--- src/rtl/sysrst_pkg.sv ---
package sysrst_pkg;
  localparam logic [1:0] SZ_BYTE  = 2'd0;
  localparam logic [1:0] SZ_WORD  = 2'd1;
  localparam logic [1:0] SZ_DWORD = 2'd2;

  typedef struct packed {
    logic storeType;   // normal claimed write: capture type bit
    logic fireReq;     // claimed write with trigger bit set
    logic typeVal;     // type bit taken from write data
    logic readHit;     // claimed read
  } rcStrobes_t;
endpackage

--- src/rtl/sysrst_ctrl.sv ---
module sysrst_ctrl
  import sysrst_pkg::*;
#(
  parameter int ADDR_W = 16,
  parameter int DATA_W = 8,
  parameter logic [ADDR_W-1:0] PORT_ADDR = 16'hCF9,
  parameter int TRIG_BIT = 2,
  parameter int TYPE_BIT = 1
) (
  input  logic [ADDR_W-1:0] ioAddr,
  input  logic [1:0]        ioSize,
  input  logic              ioWr,
  input  logic              ioRd,
  input  logic [DATA_W-1:0] ioWdata,
  output rcStrobes_t        strobes
);
  localparam logic [DATA_W-1:0] TRIG_MASK = DATA_W'(1) << TRIG_BIT;
  localparam logic [DATA_W-1:0] TYPE_MASK = DATA_W'(1) << TYPE_BIT;

  logic addrMatch;
  logic sizeOk;
  logic trigSet;

  always_comb begin
    addrMatch = (ioAddr == PORT_ADDR);
    sizeOk    = (ioSize == SZ_BYTE);
    trigSet   = |(ioWdata & TRIG_MASK);

    strobes.fireReq   = ioWr & addrMatch & sizeOk & trigSet;
    strobes.storeType = ioWr & addrMatch & sizeOk & ~trigSet;
    strobes.typeVal   = |(ioWdata & TYPE_MASK);
    strobes.readHit   = ioRd & addrMatch & sizeOk;
  end
endmodule

--- src/rtl/sysrst_dp.sv ---
module sysrst_dp
  import sysrst_pkg::*;
#(
  parameter int DATA_W = 8,
  parameter int TYPE_BIT = 1
) (
  input  logic              clk,
  input  logic              rst_n,
  input  rcStrobes_t        strobes,
  output logic [DATA_W-1:0] ioRdata,
  output logic              resetReq,
  output logic              typeBit
);
  logic typeReg;
  logic reqReg;
  logic [DATA_W-1:0] storedByte;

  always_ff @(posedge clk or negedge rst_n) begin
    if (!rst_n) begin
      typeReg <= 1'b0;
      reqReg  <= 1'b0;
    end else begin
      reqReg <= strobes.fireReq;
      if (strobes.storeType) typeReg <= strobes.typeVal;
    end
  end

  // Stored byte: every bit but the type bit is tied to zero.
  for (genvar b = 0; b < DATA_W; b++) begin : g_byte
    if (b == TYPE_BIT) begin : g_type
      assign storedByte[b] = typeReg;
    end else begin : g_zero
      assign storedByte[b] = 1'b0;
    end
  end

  assign ioRdata  = strobes.readHit ? storedByte : '0;
  assign resetReq = reqReg;
  assign typeBit  = typeReg;
endmodule

--- src/rtl/sysrst_reg.sv ---
module sysrst_reg
  import sysrst_pkg::*;
#(
  parameter int ADDR_W = 16,
  parameter int DATA_W = 8,
  parameter logic [ADDR_W-1:0] PORT_ADDR = 16'hCF9,
  parameter int TRIG_BIT = 2,
  parameter int TYPE_BIT = 1
) (
  input  logic              clk,
  input  logic              rst_n,
  input  logic [ADDR_W-1:0] ioAddr,
  input  logic [1:0]        ioSize,
  input  logic              ioWr,
  input  logic              ioRd,
  input  logic [DATA_W-1:0] ioWdata,
  output logic [DATA_W-1:0] ioRdata,
  output logic              ioHit,
  output logic              resetReq,
  output logic              hardReset
);
  rcStrobes_t strobes;

  sysrst_ctrl #(
    .ADDR_W(ADDR_W), .DATA_W(DATA_W), .PORT_ADDR(PORT_ADDR),
    .TRIG_BIT(TRIG_BIT), .TYPE_BIT(TYPE_BIT)
  ) u_ctrl (
    .ioAddr(ioAddr), .ioSize(ioSize), .ioWr(ioWr), .ioRd(ioRd),
    .ioWdata(ioWdata), .strobes(strobes)
  );

  sysrst_dp #(.DATA_W(DATA_W), .TYPE_BIT(TYPE_BIT)) u_dp (
    .clk(clk), .rst_n(rst_n), .strobes(strobes),
    .ioRdata(ioRdata), .resetReq(resetReq), .typeBit(hardReset)
  );

  assign ioHit = strobes.readHit;
endmodule

--- config.mk ---
export PLATFORM = sky130hd
export DESIGN_NAME = sysrst_reg
export DESIGN_NICKNAME = d
export VERILOG_FILES = /design/src/rtl/sysrst_pkg.sv /design/src/rtl/sysrst_ctrl.sv /design/src/rtl/sysrst_dp.sv /design/src/rtl/sysrst_reg.sv
export SDC_FILE = /design/constraint.sdc
export NUM_CORES = 1
export LEC_CHECK = 0
export ABC_AREA = 0
export BUFFER_PORTS_ARGS = -buffer_cell sky130_fd_sc_hd__buf_2
export CELL_PAD_IN_SITES_DETAIL_PLACEMENT = 1
export CELL_PAD_IN_SITES_GLOBAL_PLACEMENT = 1
export CORE_MARGIN = 5
export CORE_UTILIZATION = 12
export DETAILED_ROUTE_END_ITERATION = 10
export PLACE_DENSITY = 0.74
export SKIP_LAST_GASP = 1
export SYNTH_ARGS = -nofsm -noshare
export SYNTH_HDL_FRONTEND = slang
export SYNTH_SLANG_ARGS = --single-unit
export TNS_END_PERCENT = 30
--- constraint.sdc ---
create_clock -name clk -period 0.8 [get_ports clk]
set_input_delay 0.04 -clock clk [delete_from_list [all_inputs] [get_ports clk]]
set_output_delay 0.04 -clock clk [all_outputs]
set_load 0.05 [all_outputs]
# Word level (Yosys, flattened, before mapping)
# Index checks and enable logic that the tools add are counted.
# W data, S select, Z words.
[word_totals] mem_bits_rw=0 word_cells=12 regBits=2 latchBits=0 mem_count=0 romBits=0
[op_classes] mul=0 bitwise_logic=7 shift=0 n_reduce_logical=1 div_mod_pow=0 muxes=1 add_sub_neg=0 n_eq_ne=1 order_cmp=0
[op_table] op="$eq A16 B12 Y1 const B" count=1
[op_table] op="$and A1 B1 Y1" count=6
[op_table] op="$logic_not A2 Y1" count=1
[op_table] op="$mux W2" count=1
[op_table] op="$not A1 Y1" count=1

# Depth between registers and ports, before layout
# Gate-level depths: netlist of the first run.
[depth] word_depth=4 mapped_depth=4 depth_no_buf=4

# By module
# Synthesis of the first run repeated with hierarchy kept, for this count alone.
[hier_totals] hier_cells=25 hier_area_um2=224.0
[by_module_without_submodules] mod="sysrst_dp" cells_each=12 n_inst=1 area_per_inst_um2=127.6
[by_module_without_submodules] mod="sysrst_ctrl" cells_each=13 n_inst=1 area_per_inst_um2=96.3

# Worst setup path before layout of the first run
# OpenSTA, ideal clock, no wires.
[synth_path] path_kind="reg-to-output" start="reg u_dp.typeReg (netlist: u_dp.typeBit)" end="out ioRdata[1]" t_arrival_ns=1.154 path_buffers=0 path_slack_ns=-0.394 path_stages_with_launch=2 required_ns=0.760 cell_sequence="dfrtp_1 -> and3_1"
[synth_between] elab_chain_cells=1
[synth_rtl] element="from (decl)" line="sysrst_dp.sv:14" source="logic typeReg;"
[synth_rtl] element="from (signal assigned)" line="sysrst_dp.sv:24" source="if (strobes.storeType) typeReg <= strobes.typeVal;"
[synth_rtl] element="$mux W2" line="sysrst_dp.sv:37" source="assign ioRdata = strobes.readHit ? storedByte : '0;"
[synth_rtl] element="to (decl)" line="sysrst_reg.sv:17" source="output logic [DATA_W-1:0] ioRdata,"
# Every way passes these cells.

# Worst setup path after layout of the first run
[layout_path] start="in ioSize[0]" end="reg u_dp.typeReg (netlist: u_dp.typeBit)"
[layout_between] elab_chain_cells=3
[layout_rtl] element="from (decl)" line="sysrst_reg.sv:13" source="input logic [1:0] ioSize,"
[layout_rtl] element="$logic_not A2 Y1" line="sysrst_ctrl.sv:26" source="sizeOk = (ioSize == SZ_BYTE);"
[layout_rtl] element="$and A1 B1 Y1 (2 in series)" line="sysrst_ctrl.sv:30" source="strobes.storeType = ioWr & addrMatch & sizeOk & ~trigSet;"
# Every way passes these cells.
# A chain may end at the register's enable or synchronous reset.

==> reports/qor.yml, run 1 <==
max_freq_mhz: 873
finalWeightedCongestion: 0.599
ys_types: 14
min_period_ns: 1.15
synth_warnings: 0
ys_seq_area_share_pct: 23.7
clock_skew_ns: 0
end_kind: "flop"
grt_pass1_wl_mm: 1.23
multi_input_area_sq_um: 151
die_h_um: 52.0
required_ns: 0.90
htree_levels: 1
violations: "negative setup slack"
grt_max_degree: 4
dieWidth_um: 52.0
dieArea_sq_um: 2700
leakagePower_uw: 0.000229
layout_common_cells: "buf_2, conb_1, clkbuf_4, buf_4, dfrtp_1"
routedWlPerCell_um: 9.79
tritoncts: "yes"
p_sw_share_pct: 32.8
path_clk_slew_ns: 0.03
final_nets: 85
row_count: 15
timing.hold.ws_ns: 0.0506
hold_viol: 0
drtIter0Drc: 2
grt_pass1_vias: 310
crit_type: "primary input to flop"
setup_viol: 5
numPortBuffers: 27
ioPinCount: 41
initial_utilization_pct: 12.4
synth_area_per_cell_sq_um: 9.61
worst_slack_ns: -0.345
ant_nets: 0
grt-ovfl-total: 0
p_switching_uw: 155
clock_latency_ns: 0.22
power_density_nw_per_um2: 1140
period_share_pct: 143
vias: 266
antenna_found_initial: 0
p_comb_share_pct: 31.0
final_util_pct: 24.2
wl_um: 764
p_seq_share_pct: 21.6
grt_usage_pct: 6.66
cts.sink_count: 2
clockPowerShare_pct: 47.4
core_area_sq_um: 1710
routed_via_density: 3.41
crit_path_start_kind: "primary input"
cts_buffers: 3
rsz0062_at_grt: "yes"
maxCapViolations: 0
syn_to_final_growth_pct: 95.3
syn_area_sq_um: 211
final_common_cell: "buf_2"
synth_cells: 22
regArea_sq_um: 50.0
num_antenna_cells: 0
drive_gt1_share_pct: 71.7
power_uw: 472
post-place-ws_ns: -0.543
final-max-slew-violation-count: 0
p_int_uw: 318
cp_max_fo: 2
first_pass_iters: 3
outcome: "complete, but fails checks"
ys_ff_latch: 2
root_buffer: "clkbuf_4"
final.fill_count: 212
ir_worst_vdd_uv: 229
clockBufferDepth: 2
hold_class: "primary input to flop"
drcViolationCount: 0
critPathArrivalTime_ns: 1.25
==> flip-flops by register name, indices dropped and copies added, names as in the netlist <==
register,count
u_dp.resetReq,1
u_dp.typeBit,1
==> final cells by class <==
type,count,share of cell area [%]
flip-flops and latches,2,12.1
repair buffers,29,38.2
clock buffers,3,5.45
well taps,25,7.58
multi-input cells,19,36.7
==> logic make-up (layout without fill, tap and decap cells) <==
group,Yosys count,after routing,share of synthesized area [%]
multiplexers,1,1,5.33
AND/OR/NAND/NOR,11,11,44.4
other,1,7,1.77
buffers and inverters,7,32,24.9
flip-flops,2,2,23.7
==> stage by stage <==
stage | instance area (sq um) | cells | setup TNS (ns)
2_1_floorplan | 235 | 28 | -0.959
3_3_place_gp | 349 | 73 | -1.62
3_5_place_dp | 349 | 73 | -1.78
4_1_cts | 413 | 78 | -1.06
5_1_grt | 413 | 78 | -1.41
6_report | 413 | 78 | -1.02
==> power by group through the flow <==
| stage | Combinational, uW | Clock [uW] | Sequential [uW] |
|---|---|---|---|
| global placement | 135 | 0 | 103 |
| floorplan | 106 | 0 | 103 |
| CTS | 146 | 244 | 102 |
| detailed placement | 137 | 0 | 103 |
| global route | 157 | 261 | 102 |
| finish | 146 | 224 | 102 |
==> layer usage <==
metal / track usage (%) / wire [um] / share of wire [%] / vias to the layer above
met5: 0 / 0 / 0 / -
met4: 6.55 / 0 / 0 / 0
met3: 3.44 / 135 / 18 / 0
met2: 10.9 / 393 / 51 / 21
met1: 5.66 / 235 / 31 / 116
li1: - / - / - / 129
==> repair_timing <==
action,CTS,global route
setup endpoints to repair,6,5
gates resized for setup,6,0
buffers inserted,1,0
hold buffers,1,0
pin swaps,2,0
hold endpoints to repair,2,0
==> synthesized netlist by cell type (all sizes together) <==
master  n  share of area [%]
and2    1                3.0
nor4b   2                 15
and4b   1                4.7
or3     1                5.3
and3    2                5.9
mux2    1                5.3
nand3   1                2.4
nand4   1                3.0
conb    1                1.8
nor2    1                1.8
nor4    1                3.0
buf     7                 25
dfrtp   2                 24
==> critical path: stages <==
cell and delay [ns]:
buf_2 0.10, nor4b_2 0.26, nand3_1 0.14, buf_4 0.16, nor4b_4 0.22, mux2_4 0.32
==> final timing paths <==
kind | from | end | slack, ns | depth (start not counted)
max | ioSize[0] | u_dp.typeBit | -0.35 | 6
min reg2reg | u_dp.typeBit | u_dp.typeBit | 0.53 | 1
min | ioWdata[1] | u_dp.typeBit | 0.05 | 2
min in group asynchronous | rst_n | u_dp.typeBit | 0.14 | 2
max reg2reg | u_dp.typeBit | u_dp.typeBit | 0.04 | 1
max in group asynchronous | rst_n | u_dp.typeBit | 0.57 | 2
(Power assumes the default switching activity.)
==> run 2: changes to the inputs <==
--- a/config.mk
+++ b/config.mk
@@ -9,5 +9,6 @@
 export BUFFER_PORTS_ARGS = -buffer_cell sky130_fd_sc_hd__buf_2
+export CAP_MARGIN = 20
 export CELL_PAD_IN_SITES_DETAIL_PLACEMENT = 1
 export CELL_PAD_IN_SITES_GLOBAL_PLACEMENT = 1
-export CORE_MARGIN = 5
+export CORE_MARGIN = 10
 export CORE_UTILIZATION = 12
==> constraint.sdc (replaced) <==
create_clock -name clk -period 0.8 [get_ports clk]
set_input_delay 0.16 -clock clk [delete_from_list [all_inputs] [get_ports clk]]
set_output_delay 0.16 -clock clk [all_outputs]
set_load 0.05 [all_outputs]
==> reports/qor.yml, run 2 (synthesis gave the netlist of run 1 again) <==
outcome: "complete, but fails checks"
violations: "negative setup slack"
power_uw: 489  # +3.6%
cp_max_fo: 3  # +1
end_kind: "output port"
clock_skew_ns: 0  # unchanged
p_seq_share_pct: 20.8  # -0.8 points
final.fill_count: 214  # +0.94%
maxCapViolations: 0  # unchanged
final_util_pct: 26.4  # +2.3 points
final_common_cell: "buf_2"
vias: 271  # +1.9%
root_buffer: "clkbuf_4"
routed_via_density: 3.87  # +14%
required_ns: 0.64  # -0.26 ns
r2r_start: "u_dp.typeBit"
clock_latency_ns: 0.23  # about the same
drive_gt1_share_pct: 73.6  # +1.9 points
cts.sink_count: 2  # unchanged
hold_class: "primary input to flop"
dieArea_sq_um: 3840  # +42%
final_nets: 85  # unchanged
timing.hold.ws_ns: 0.155  # +0.104 ns
min_to: "u_dp.typeBit"
p_int_uw: 326  # +2.6%
reg2regPathDepth: 1  # unchanged
cpMaxStageDelayCell: "or3_4"
hp-start: "ioWdata[1]"
htree_levels: 1  # unchanged
wl_mm: 1.09  # +43%
drcViolationCount: 0  # unchanged
max_freq_mhz: 757  # -13%
critPathArrivalTime_ns: 1.16  # -0.09 ns
crit_path_start_kind: "primary input"
path_buf_inv: 2  # unchanged
antenna_found_initial: 0  # unchanged
syn_to_final_growth_pct: 111
critPathMaxStageDelay_ns: 0.37  # +0.05 ns
grt-ovfl-total: 0  # unchanged
dieWidth_um: 62.0  # +19%
path_clk_slew_ns: 0.03  # about the same
r2r_slack_ns: 0.02  # -0.02 ns
whs_path_depth: 2  # unchanged
clockPowerShare_pct: 46.2  # -1.2 points
critical_path.cell_chain: "buf_2 > nand4_1 > or3_4 > nor2_4 > and3_4 > buf_8"
initial_utilization_pct: 12.5  # +0.14 points
p_sw_share_pct: 33.4  # +0.66 points
final-max-slew-violation-count: 0  # unchanged
grt_pass1_vias: 348  # +12%
finalWeightedCongestion: 0.649  # +8.3%
ant_nets: 0  # unchanged
crit_type: "primary input to output port"
die_h_um: 62.0  # +19%
worst_slack_ns: -0.521  # -0.176 ns
cp_top_family: "simple AND/OR/NAND/NOR gates"
cts_buffers: 3  # unchanged
grt_max_degree: 4  # unchanged
power_density_nw_per_um2: 1100  # -4.2%
leakagePower_uw: 0.000241  # +5.2%
reg2reg_to: "u_dp.typeBit"
core_area_sq_um: 1690  # -1.1%
grt_usage_pct: 5.52  # -1.1 points
min_period_ns: 1.32  # +0.176 ns
tritoncts: "yes"
routedWlPerCell_um: 15.6  # +59%
rsz0062_at_grt: "yes"
layout_common_cells: "buf_2, conb_1, clkbuf_4, buf_6"
ir_worst_vdd_uv: 200  # -13%
first_pass_iters: 1  # -2
setup_viol: 6  # +1
p_comb_share_pct: 32.9  # +1.9 points
row_count: 15  # unchanged
clockBufferDepth: 2  # unchanged
hold_viol: 0  # unchanged
numPortBuffers: 27  # unchanged
num_antenna_cells: 0  # unchanged
drtIter0Drc: 0  # -2
grt_pass1_wl_mm: 1.40  # +14%
p_switching_uw: 164  # +5.7%
ioPinCount: 41  # unchanged
period_share_pct: 165  # +22 points
-- run 2: how the worst max path moves through the flow --
stage	start	endpoint	slack [ns]	cells after the start
floorplan	ioAddr[7]	u_dp.typeBit	-0.48	4
global placement	ioSize[0]	ioRdata[1]	-0.71	6
detailed placement	ioSize[0]	ioRdata[1]	-0.73	6
CTS	ioSize[1]	ioRdata[1]	-0.52	6
global route	ioSize[0]	u_dp.typeBit	-0.59	6
finish	ioAddr[7]	ioRdata[1]	-0.52	6
-- run 2: cell type report --
class	instances	area [sq um]	area share [%]
well taps	17	21.3	4.76
multi-input cells	19	171	38.4
repair buffers	29	181	40.6
flip-flops and latches	2	50.0	11.2
clock buffers	3	22.5	5.04
-- run 2: through the flow --
step,worst slack (ns),instance area (sq um),std cells,setup TNS [ns]
final,-0.521,447,70,-1.90
after detailed placement,-0.730,340,65,-2.44
after global routing,-0.592,447,70,-2.22
after floorplan,-0.479,236,28,-1.47
after global placement,-0.715,340,65,-2.39
after CTS,-0.524,433,70,-1.95
-- run 2: what timing repair did --
action,4_1_cts,5_1_grt
gates resized for setup,12,2
pin swaps,5,2
endpoints found under the hold margin,2,0
buffers inserted,1,0
endpoints found under the setup margin,6,6
hold buffers,1,0
-- run 2: layer usage --
layer / vias up / wire [um] / part of all wire, % / global-route usage (%)
met4: 0 / 51 / 4.7 / 7.64
met1: 121 / 265 / 24 / 3.21
met3: 4 / 109 / 10 / 2.24
met2: 18 / 663 / 61 / 10.4
met5: - / 0 / 0 / 0
li1: 128 / - / - / -
-- run 2: power groups by stage --
stage	Combinational (uW)	Clock [uW]	Sequential [uW]
6_report	161	226	102
5_1_grt	172	239	102
4_1_cts	152	240	102
3_5_place_dp	137	0	103
3_3_place_gp	134	0	103
2_1_floorplan	106	0	103
==> run 3: changes to the inputs <==
Settings changed: ABC_AREA 0 to 1, CAP_MARGIN 20 to 0, CORE_UTILIZATION 12 to 16.
Clock period 0.8 ns to 1.2 ns, I/O delays scaled along.
==> reports/qor.yml, run 3 <==
hold_class: "primary input to flop"
vias: 465  # +72%
htree_levels: 1  # unchanged
required_ns: 0.96  # +0.32 ns
ys_types: 14  # unchanged
final.fill_count: 292  # +36%
worst_slack_ns: -0.130  # +0.390 ns
grtUsageMet3_pct: 1.98  # -0.25 points
crit_path_start_kind: "primary input"
core_area_sq_um: 2170  # +28%
cp_max_fo: 2  # -1
met1_usage_pct: 6.23  # +3.0 points
cpMaxStageDelayCell: "buf_6"
outcome: "complete, but fails checks"
clock_skew_ns: 0  # unchanged
finalWeightedCongestion: 0.710  # +9.4%
tns_ns: -0.237  # +1.66 ns
met2_usage_pct: 11.4  # +0.99 points
synthTopCellsByArea: "nand2_1, buf_4, dfrtp_1, inv_1, nor2_1"
ys_seq_area_share_pct: 13.9  # -9.8 points
maxCapViolations: 0  # unchanged
final_common_cell: "buf_2"
period_share_pct: 111
root_buffer: "clkbuf_4"
violations: "negative setup slack"
clock_latency_ns: 0.23  # about the same
antenna_found_initial: 0  # unchanged
final-max-slew-violation-count: 0  # unchanged
synth_top_area_share_pct: 17.7  # -7.1 points
routed_via_density: 3.58  # -7.6%
ys_ff_latch: 2  # unchanged
tritoncts: "yes"
dp_hpwl_mm: 1.26
grt_max_degree: 4  # unchanged
grt-ovfl-total: 0  # unchanged
synth_most_common_cell: "nand2_1"
crit_type: "primary input to output port"
die_h_um: 67.5  # +8.8%
cts_buffers: 3  # unchanged
max_freq_mhz: 752
hold_viol: 0  # unchanged
critical_path.cell_chain: "buf_6 > inv_2 > nand2_1 > nor2_1 > nand2_1 > nor2_4 > inv_2 > nor3_4 > buf_6"
ys_top_cells_by_count: "nand2_1, inv_1, nor2_1, buf_4"
syn_to_final_growth_pct: 75.7
wl_mm: 1.39  # +27%
routedWlPerCell_um: 10.7  # -31%
synth_cells: 64  # +190%
regArea_sq_um: 51.3  # +2.5%
path_clk_slew_ns: 0.03  # about the same
layout_common_cells: "buf_2, nand2_1, nor2_1"
ys.flop_type: "dfrtp_1"
ioPinCount: 41  # unchanged
drcViolationCount: 0  # unchanged
yosysTopAreaCell: "nand2_1"
num_antenna_cells: 0  # unchanged
first_pass_iters: 2  # +1
initial_utilization_pct: 16.6  # +4.1 points
rsz0062_at_grt: "yes"
setup_viol: 2  # -4
async_flop_share_pct: 100  # unchanged
numPortBuffers: 27  # unchanged
timing.hold.ws_ns: 0.297  # +0.142 ns
power_density_nw_per_um2: 620  # -43%
row_count: 17  # +2
dieArea_sq_um: 4550  # +18%
min_period_ns: 1.33
end_kind: "output port"
leakagePower_uw: 0.000356  # +48%
clockBufferDepth: 2  # unchanged
synth_warnings: 0  # unchanged
ir_worst_vdd_uv: 234  # +17%
multi_input_area_sq_um: 211  # +23%
drive_gt1_share_pct: 52.0  # -22 points
busiest_layer: "met2"
cts.sink_count: 2  # unchanged
synth_edf_count: 0  # unchanged
critPathArrivalTime_ns: 1.09  # -0.07 ns
final_nets: 133  # +56%
ant_nets: 0  # unchanged
dieWidth_um: 67.5  # +8.8%
grt_pass1_vias: 550  # +58%
grt_usage_pct: 6.43  # +0.90 points
grt_pass1_wl_mm: 2.27  # +62%
critPathMaxStageDelay_ns: 0.18  # -0.19 ns
drtIter0Drc: 7  # +7
synth_area_per_cell_sq_um: 5.63  # -41%
syn_area_sq_um: 360  # +70%
-- run 3: path summary, 6_finish.rpt --
path	slack, ns	cells after the start	to	from
setup reg to reg	0.44	4	u_dp.typeBit	u_dp.typeBit
max in group asynchronous	0.77	2	u_dp.typeBit	rst_n
setup / recovery	-0.13	9	ioRdata[1]	ioAddr[15]
hold / removal	0.30	3	u_dp.resetReq	ioWdata[2]
min in group asynchronous	0.33	2	u_dp.typeBit	rst_n
hold reg to reg	0.64	4	u_dp.typeBit	u_dp.typeBit
-- run 3: layout make-up --
class	instances	share of cell area, %
multi-input cells	44	33.4
inverters	17	11.3
repair buffers	35	37.5
clock buffers	4	4.15
flip-flops and latches	2	8.10
well taps	28	5.53
-- run 3: where the power goes --
part | switching (uW) | internal (uW) | total [uW]
clock | 45.3 | 124 | 169
sequential | 0.00289 | 67.9 | 67.9
combinational | 92.5 | 62.8 | 155
-- run 3: logic make-up after synthesis --
| kind of cell | share of synthesized area [%] |
|---|---|
| AND/OR/NAND/NOR | 49.0 |
| buffers and inverters | 36.1 |
| flip-flops | 13.9 |
| other | 1.04 |
-- run 3: what timing repair did --
action | 4_1_cts | 5_1_grt
setup endpoints to repair | 2 | 2
pin swaps | 7 | 0
gates cloned | 0 | 0
resized for setup | 13 | 0
buffers inserted | 1 | 0
endpoints found under the hold margin | 2 | 0
hold buffers | 1 | 0
-- run 3: metal layers --
layer  vias to the layer above  share of wire (%)  routed length, um
met5                         -                  0                  0
met4                         0                  0                  0
met3                         0                7.3                101
li1                        244                  -                  -
met2                        16                 57                794
met1                       205                 35                491
-- run 3: worst max-delay path, delay by kind of cell --
family	cells	cell delay, ns
buffers and inverters	4	0.36
and+or+nand+nor	5	0.49
-- run 3: stage by stage --
step	cell area, sq um	std cells	setup WS, ns	power, uW	utilization, %
floorplan	387	70	-0.159	165	-
global placement	549	124	-0.281	204	25.3
detailed placement	549	124	-0.288	209	25.3
CTS	633	130	-0.147	402	29.2
global route	633	130	-0.201	431	29.2
finish	633	130	-0.130	392	29.2
